File: src/rtl/serial_mult_pkg.sv
package serial_mult_pkg;

  // Active states, one flop each; all clear means idle.
  typedef struct packed {
    logic setup;
    logic inner;
    logic step;
  } seq_state_t;

  function automatic int cnt_width(input int n);
    return (n < 2) ? 1 : $clog2(n);
  endfunction

endpackage

File: src/rtl/loop_counter.sv
module loop_counter #(
  parameter int WIDTH = 2,
  parameter int LAST  = 3
) (
  input  logic             clk,
  input  logic             rst,
  input  logic             en,
  input  logic             clr,
  output logic [WIDTH-1:0] cnt,
  output logic             tc
);

  localparam logic [WIDTH-1:0] LAST_V = WIDTH'(LAST);

  assign tc = (cnt == LAST_V);

  always_ff @(posedge clk) begin
    if (rst || clr)
      cnt <= '0;
    else if (en)
      cnt <= tc ? '0 : cnt + 1'b1;
  end


  wrap_to_zero_chk: assert property (@(posedge clk) disable iff (rst)
    (en && tc && !clr) |=> (cnt == '0));


  count_range_chk: assert property (@(posedge clk) disable iff (rst)
    cnt <= LAST_V);

endmodule

File: src/rtl/seq_onehot_fsm.sv
module seq_onehot_fsm
  import serial_mult_pkg::*;
(
  input  logic       clk,
  input  logic       rst,
  input  logic       start,
  input  logic       tc_inner,
  input  logic       tc_outer,
  output seq_state_t st,
  output logic       done
);

  logic       idle;
  seq_state_t st_n;
  logic       done_n;

  assign idle = !(st.setup || st.inner || st.step);

  always_comb begin
    st_n.setup = idle && start;
    st_n.inner = st.setup || (st.inner && !tc_inner) || (st.step && !tc_outer);
    st_n.step  = st.inner && tc_inner;
    done_n     = st.step && tc_outer;
  end

  always_ff @(posedge clk) begin
    if (rst) begin
      st   <= '0;
      done <= 1'b0;
    end else begin
      st   <= st_n;
      done <= done_n;
    end
  end


  state_onehot_chk: assert property (@(posedge clk) disable iff (rst)
    $onehot0({st.setup, st.inner, st.step}));


  setup_to_inner_chk: assert property (@(posedge clk) disable iff (rst)
    st.setup |=> st.inner);


  step_return_chk: assert property (@(posedge clk) disable iff (rst)
    (st.step && !tc_outer) |=> (st.inner && !done));


  done_idle_chk: assert property (@(posedge clk) disable iff (rst)
    done |-> idle);


  no_restart_chk: assert property (@(posedge clk) disable iff (rst)
    !idle |=> !st.setup);

endmodule

File: src/rtl/serial_mult_sequencer.sv
module serial_mult_sequencer
  import serial_mult_pkg::*;
#(
  parameter int N_BITS = 4
) (
  input  logic clk,
  input  logic rst,
  input  logic start,
  output logic a_shift,
  output logic b_shift,
  output logic hi_shift,
  output logic lo_shift,
  output logic sum_sel,
  output logic step_clr,
  output logic done
);

  localparam int CW = cnt_width(N_BITS);

  seq_state_t    st;
  logic [CW-1:0] inner_cnt;
  logic [CW-1:0] outer_cnt;
  logic          tc_inner;
  logic          tc_outer;

  seq_onehot_fsm u_fsm (
    .clk      (clk),
    .rst      (rst),
    .start    (start),
    .tc_inner (tc_inner),
    .tc_outer (tc_outer),
    .st       (st),
    .done     (done)
  );

  loop_counter #(.WIDTH(CW), .LAST(N_BITS-1)) u_inner_ctr (
    .clk (clk),
    .rst (rst),
    .en  (st.inner),
    .clr (st.step),
    .cnt (inner_cnt),
    .tc  (tc_inner)
  );

  loop_counter #(.WIDTH(CW), .LAST(N_BITS-1)) u_outer_ctr (
    .clk (clk),
    .rst (rst),
    .en  (st.step),
    .clr (st.setup),
    .cnt (outer_cnt),
    .tc  (tc_outer)
  );

  assign a_shift  = st.inner;
  assign sum_sel  = st.inner;
  assign b_shift  = st.step;
  assign lo_shift = st.step;
  assign step_clr = st.step;
  assign hi_shift = st.inner | st.step;


  step_after_last_inner_chk: assert property (@(posedge clk) disable iff (rst)
    (st.inner && tc_inner) |=> (b_shift && !a_shift));


  inner_fresh_chk: assert property (@(posedge clk) disable iff (rst)
    ($rose(a_shift)) |-> (inner_cnt == '0));


  done_after_final_chk: assert property (@(posedge clk) disable iff (rst)
    (st.step && tc_outer) |=> done);


  outer_cleared_chk: assert property (@(posedge clk) disable iff (rst)
    st.setup |=> (outer_cnt == '0));

endmodule

File: config.mk
export PLATFORM = sky130hd
export DESIGN_NAME = serial_mult_sequencer
export DESIGN_NICKNAME = d
export VERILOG_FILES = /design/src/rtl/serial_mult_pkg.sv /design/src/rtl/loop_counter.sv /design/src/rtl/seq_onehot_fsm.sv /design/src/rtl/serial_mult_sequencer.sv
export SDC_FILE = /design/constraint.sdc
export NUM_CORES = 1
export LEC_CHECK = 0
export ABC_AREA = 0
export BUFFER_PORTS_ARGS = -buffer_cell sky130_fd_sc_hd__buf_2
export CAP_MARGIN = 0
export CORE_AREA = 2 2 39 41
export DETAILED_ROUTE_END_ITERATION = 10
export DIE_AREA = 0 0 41 43
export PLACE_DENSITY = 0.46
export SETUP_SLACK_MARGIN = 0.1
export SLEW_MARGIN = 5
export SYNTH_ARGS = -nofsm -noshare
export SYNTH_HDL_FRONTEND = slang
export SYNTH_SLANG_ARGS = --single-unit
File: constraint.sdc
create_clock -name clk -period 1.45 [get_ports clk]
set_input_delay 0.29 -clock clk [delete_from_list [all_inputs] [get_ports clk]]
set_output_delay 0.29 -clock clk [all_outputs]
set_load 0.05 [all_outputs]
==> results of run 1 <==
==> path summary, 6_finish.rpt <==
kind / endpoint / slack, ps / cells past startpoint
max reg2reg: u_inner_ctr.cnt[0] / 240 / 3
min: u_fsm.st[2] / 240 / 2
max: sum_sel / 190 / 2
min reg2reg: u_outer_ctr.cnt[0] / 480 / 1
==> state kept, by name (all words and copies together) (netlist names) <==
| name | count |
|---|---|
| u_inner_ctr.cnt | 2 |
| u_fsm.done | 1 |
| u_outer_ctr.cnt | 2 |
| u_fsm.st | 3 |
==> worst max-delay path, stage by stage, from the launching register on <==
cell and delay [ps]:
dfxtp_4 340, buf_4 130, buf_2 260
==> metal layers <==
metal | up-vias | GRT usage (%)
met5 | - | 0
met4 | 0 | 8.00
met3 | 0 | 6.28
met2 | 9 | 11.6
met1 | 113 | 9.06
li1 | 137 | -
==> layout by cell type, fill, tap and decap left out <==
| master | netlist | routed |
|---|---|---|
| a211oi_1 | 2 | 2 |
| or2b_1 | 2 | 2 |
| mux2i_1 | 2 | 2 |
| or2_4 | 0 | 1 |
| buf_4 | 4 | 3 |
| a31oi_1 | 1 | 1 |
| buf_2 | 0 | 8 |
| ha_1 | 2 | 2 |
| and2_1 | 1 | 1 |
| nor4_1 | 1 | 1 |
| or3b_1 | 2 | 2 |
| buf_8 | 0 | 1 |
| nand2b_1 | 2 | 2 |
| inv_1 | 1 | 1 |
| dfxtp_4 | 0 | 2 |
| dfxtp_1 | 8 | 6 |
| clkbuf_4 | 0 | 3 |
| nor3_1 | 2 | 2 |
| and3b_1 | 2 | 2 |
==> cells by family (layout without fill, tap and decap cells) <==
| kind of cell | Yosys count | in the layout |
|---|---|---|
| AND/OR/NAND/NOR | 13 | 13 |
| flip-flops | 8 | 8 |
| buffers and inverters | 5 | 16 |
| AO/OA/AOI/OAI | 3 | 3 |
| adder cells (fa/ha/maj) | 2 | 2 |
| multiplexers | 2 | 2 |
==> power by group through the flow <==
stage	Combinational [mW]	Clock (mW)	Sequential (mW)
floorplan	0.0338	0	0.246
global placement	0.0503	0	0.240
detailed placement	0.0507	0	0.241
CTS	0.0625	0.177	0.229
global route	0.0687	0.185	0.230
finish	0.0630	0.165	0.230
==> stage by stage <==
step / cells / setup slack (ps)
2_1_floorplan: 33 / 140
3_3_place_gp: 54 / 302
3_5_place_dp: 54 / 247
4_1_cts: 60 / 108
5_1_grt: 60 / 122
6_report: 60 / 186
==> repair_timing <==
action | 4_1_cts | 5_1_grt
pin swaps | 0 | 0
setup buffers | 3 | 0
endpoints found under the setup margin | 1 | 1
resized for setup | 5 | 1
gates cloned | 0 | 0
==> final cells by class <==
cell class | instances | share of cell area [%]
timing repair buffer | 12 | 17.2
sequential | 8 | 37.1
tap | 16 | 4.43
inverter | 1 | 0.831
clock buffer | 3 | 4.99
multi-input combinational | 20 | 35.5
==> metrics.yaml, run 1 <==
status:
  outcome: "complete, no violations"
power_and_ir_drop:
  power.internal_uw: 345
  power_density_nw_per_um2: 1010
  finalPower_uw: 458
  p_sw_share_pct: 24.6
  p_leak_nw: 0.212
  combPwrFrac_pct: 13.8
  p_clk_share_pct: 36.1
  p_sw_uw: 113
  p_seq_share_pct: 50.2
  peakVddDrop_uv: 287
clock_tree:
  cts_tree: "built"
  holdBufCountCts: 0
  cts_buffers: 3
  insertion_delay_ps: 250
  cts.sinks: 8
  clockBufferDepth: 2
  cts_max_level: 1
  root_buffer: "clkbuf_4"
  clkTransAtPathRegs_ps: 50
sta:
  slew_headroom_pct: 83.2
  clock_skew_ps: 1.45
  max_freq_ghz: 0.791
  worst_pin_slew_ps: 250
  hold_viol: 0
  setup-tns-final_ps: 0
  rsz0062_at_grt: "false"
  hold_slack_ps: 240
  drv_slew: 0
  finalCritPeriodShare_pct: 87.1
  setup_viol: 0
  finalCriticalPeriod_ps: 1260
cells_and_area:
  area_growth_pct: 28.5
  regArea_sq_um: 168
  multi_input_area_sq_um: 160
  final_nets: 51
  final_util_pct: 32.6
  fillerInstances: 141
  drive_above_1_share_pct: 40.9
  finalInstanceArea_sq_um: 452
  diodes: 0
yosys:
  synth_top_family_by_area: "simple AND/OR/NAND/NOR gates"
  synth_area_leaders: "dfxtp_1 (46%), buf_4 (8.5%), ha_1 (7.1%)"
  synthAdderAreaFrac_pct: 7.12
  synth.area.mux_share_pct: 5.69
  yosysWarnings: 0
  synth_seq_area_share_pct: 45.6
  synth_top_cell_area_share_pct: 45.6
  yosys.area.top_type: "dfxtp_1"
  synthSimpleGateAreaFrac_pct: 26.0
  ys_ff_latch: 8
  postSynthAreaPerCell_sq_um: 10.7
  async_flop_share_pct: 0
  synth_area_sq_um: 352
  synth_edf_count: 0
  synth_compound_area_share_pct: 6.05
  synth-xor-area-share_pct: 0
  synth_top_cells_by_count: "dfxtp_1 (8), buf_4 (4)"
  ys_types: 15
  yosys.cell_count.top_type: "dfxtp_1"
  synth_flop_cell: "dfxtp_1"
  syn_nets: 38
  synthCells: 33
grt:
  grt_max_degree: 9
  gr-total-overflow: 0
  grt_use_total_pct: 8.95
  grt_pass1_vias: 242
  antenna_found_initial: 0
  grt_pass1_wl_um: 966
routing:
  dr.pass1.iters: 1
  remaining_drc_errors: 0
  postRouteAntennaNets: 0
  wirelength_met1_um: 236
  vias_per_cell: 4.32
  top_layer_used: "met3"
  wirelength_um: 542
  drtIter0Drc: 0
  wl_met2_um: 266
  routedWlPerCell_um: 9.03
  wl_met3_um: 39
  vias: 259
worst_setup_path:
  rr_startpoint: "u_inner_ctr.cnt[0]"
  crit_fanout: 8
  cp-startpoint: "u_fsm.st[1]"
  critPathRequiredTime_ps: 1160
  critPathKind: "reg2out"
  crit_path_start_kind: "flop"
  crit_arrival_ps: 970
  critPathCaptureType: "output port"
floorplan:
  start_util_pct: 25.4
  die_w_um: 41
  die_h_um: 43
  rows: 14
  io_pins: 10
  dieArea_sq_um: 1760
  coreArea_sq_um: 1380
hold_path:
  hold_path_class: "in2reg"
  min_from: "start"
placed_design:
  gp_congestion: 0.665
  numPortBuffers: 9
  placed_cell_area_sq_um: 389
run:
  maxCapViolations: 0
No activity file was read; power rests on OpenSTA's default activity.
==> inputs of run 2 (changes only) <==
- CORE_AREA: 2 2 39 41 -> 10 10 47 49
- DIE_AREA: 0 0 41 43 -> 0 0 57 59
- GPL_TIMING_DRIVEN: default -> 0
==> run 2 against run 1 <==
  * Wire length increased by 29%
  * Hold slack lost 0.76 ps
  * Register-to-register slack lost 20 ps
  * Flip-flop and latch count is the same
  * Non-clock buffer count is 3 higher
  * Count of clock-buffer cells in the layout unchanged
  * Sequential share of layout area shrank 3.3 points
==> metrics.yaml, run 2 (synthesis gave the netlist of run 1 again) <==
grt:
  gr-total-overflow: 0
  grt_pass1_vias: 276
  grt_max_degree: 10
  antenna_found_initial: 0
  grt_use_total_pct: 4.52
  grt_pass1_wl_mm: 1.16
power_and_ir_drop:
  p_seq_share_pct: 50.8
  power_density_nw_per_um2: 966
  p_sw_uw: 116
  p_clk_share_pct: 36.0
  peakVddDrop_uv: 414
  combPwrFrac_pct: 13.2
  finalPower_uw: 464
  power.internal_uw: 349
  p_leak_nw: 0.226
  p_sw_share_pct: 24.9
routing:
  postRouteAntennaNets: 0
  vias: 279
  vias_per_cell: 4.43
  drtIter0Drc: 0
  routedWlPerCell_um: 11.1
  dr.pass1.iters: 1
  remaining_drc_errors: 0
  wirelength_um: 698
cells_and_area:
  top_register: "u_fsm.st"
  drive_above_1_share_pct: 44.7
  fin_cells: 63
  top_regs: "u_fsm.st x3, u_inner_ctr.cnt x2, u_outer_ctr.cnt x2"
  final_cell_mix: "clkbuf_4 (6), dfxtp_1 (6), buf_4 (5), buf_2 (5)"
  diodes: 0
  fillerInstances: 157
  final_nets: 54
  area_growth_pct: 36.7
  largest_register_ffs: 3
  final_util_pct: 34.3
  finalInstanceArea_sq_um: 480
worst_setup_path:
  crit_arrival_ps: 1050
  reg2reg_depth: 4
  rr_startpoint: "u_fsm.st[0]"
  critPathCaptureType: "output port"
  critPathKind: "reg2out"
  crit_fanout: 2
  critPathRequiredTime_ps: 1160
  r2r_end: "u_outer_ctr.cnt[0]"
  cp-startpoint: "u_fsm.st[0]"
  crit_end: "hi_shift"
  r2r_slack_ps: 220
  crit_path_start_kind: "flop"
floorplan:
  coreArea_sq_um: 1400
  io_pins: 10
  die_w_um: 57
  start_util_pct: 25.1
  dieArea_sq_um: 3360
  rows: 14
  die_h_um: 59
sta:
  drv_slew: 0
  finalCritPeriodShare_pct: 92.3
  worst_pin_slew_ps: 253
  finalCriticalPeriod_ps: 1340
  max_freq_ghz: 0.747
  fin_ws_ps: 112
  slew_headroom_pct: 83.2
  rsz0062_at_grt: "true"
  setup-tns-final_ps: 0
  hold_slack_ps: 239
  hold_viol: 0
  clock_skew_ps: 3.85
  setup_viol: 0
placed_design:
  place_ws_ps: 209
  placed_cell_area_sq_um: 419
  post-place-cells: 58
  gp_congestion: 0.670
  numPortBuffers: 9
clock_tree:
  root_buffer: "clkbuf_4"
  cts_buffers: 3
  insertion_delay_ps: 250
  clockBufferDepth: 2
  cts_max_level: 1
  clkTransAtPathRegs_ps: 50
  holdBufCountCts: 0
  cts.sinks: 8
  cts_tree: "built"
hold_path:
  hold_path_class: "in2reg"
  hold_depth: 2
status:
  outcome: "complete, no violations"
run:
  maxCapViolations: 0
run 2: changes by cell type in the layout (fill, tap and decap cells not counted), sizes merged:
cell    change
clkbuf      +3
run 2: how the worst min path moves through the flow:
stage | startpoint | slack (ps) | endpoint
after floorplan | rst | 350 | u_fsm.st[1]
after global placement | u_fsm.st[2] | 480 | u_outer_ctr.cnt[0]
after CTS | start | 230 | u_fsm.st[2]
after detailed placement | u_fsm.st[2] | 480 | u_outer_ctr.cnt[0]
after global routing | start | 250 | u_fsm.st[2]
final | start | 240 | u_fsm.st[2]
run 2: what timing repair did:
action,4_1_cts,5_1_grt
setup buffers,2,0
setup endpoints to repair,1,4
endpoints found under the hold margin,0,0
cloned,0,0
resized for setup,5,3
pin swaps,0,0
run 2: critical path, stage by stage (launching register included):
cell and delay [ps]:
dfxtp_2 320, buf_6 110, or2_4 220, buf_8 150
run 2: layer usage:
| layer | up-vias | GRT usage (%) | share of wire [%] |
|---|---|---|---|
| li1 | 142 | - | - |
| met1 | 128 | 4.11 | 42 |
| met2 | 9 | 6.36 | 44 |
| met3 | 0 | 3.00 | 14 |
| met4 | 0 | 5.03 | 0 |
| met5 | - | 0 | 0 |
run 2: area by class of cell:
type | instances | area [sq um] | share of cell area, %
timing repair buffer | 11 | 77.6 | 16.1
buffer | 4 | 33.8 | 7.03
clock buffer | 3 | 22.5 | 4.69
multi-input combinational | 20 | 160 | 33.3
tap | 16 | 20.0 | 4.17
inverter | 1 | 3.75 | 0.781
sequential | 8 | 163 | 33.9
run 2: power groups by stage:
stage / sequential (mW) / clock, mW / combinational [mW]
after global placement: 0.240 / 0 / 0.0536
after floorplan: 0.246 / 0 / 0.0338
final: 0.236 / 0.167 / 0.0612
after detailed placement: 0.241 / 0 / 0.0546
after global routing: 0.237 / 0.186 / 0.0666
after CTS: 0.236 / 0.180 / 0.0609
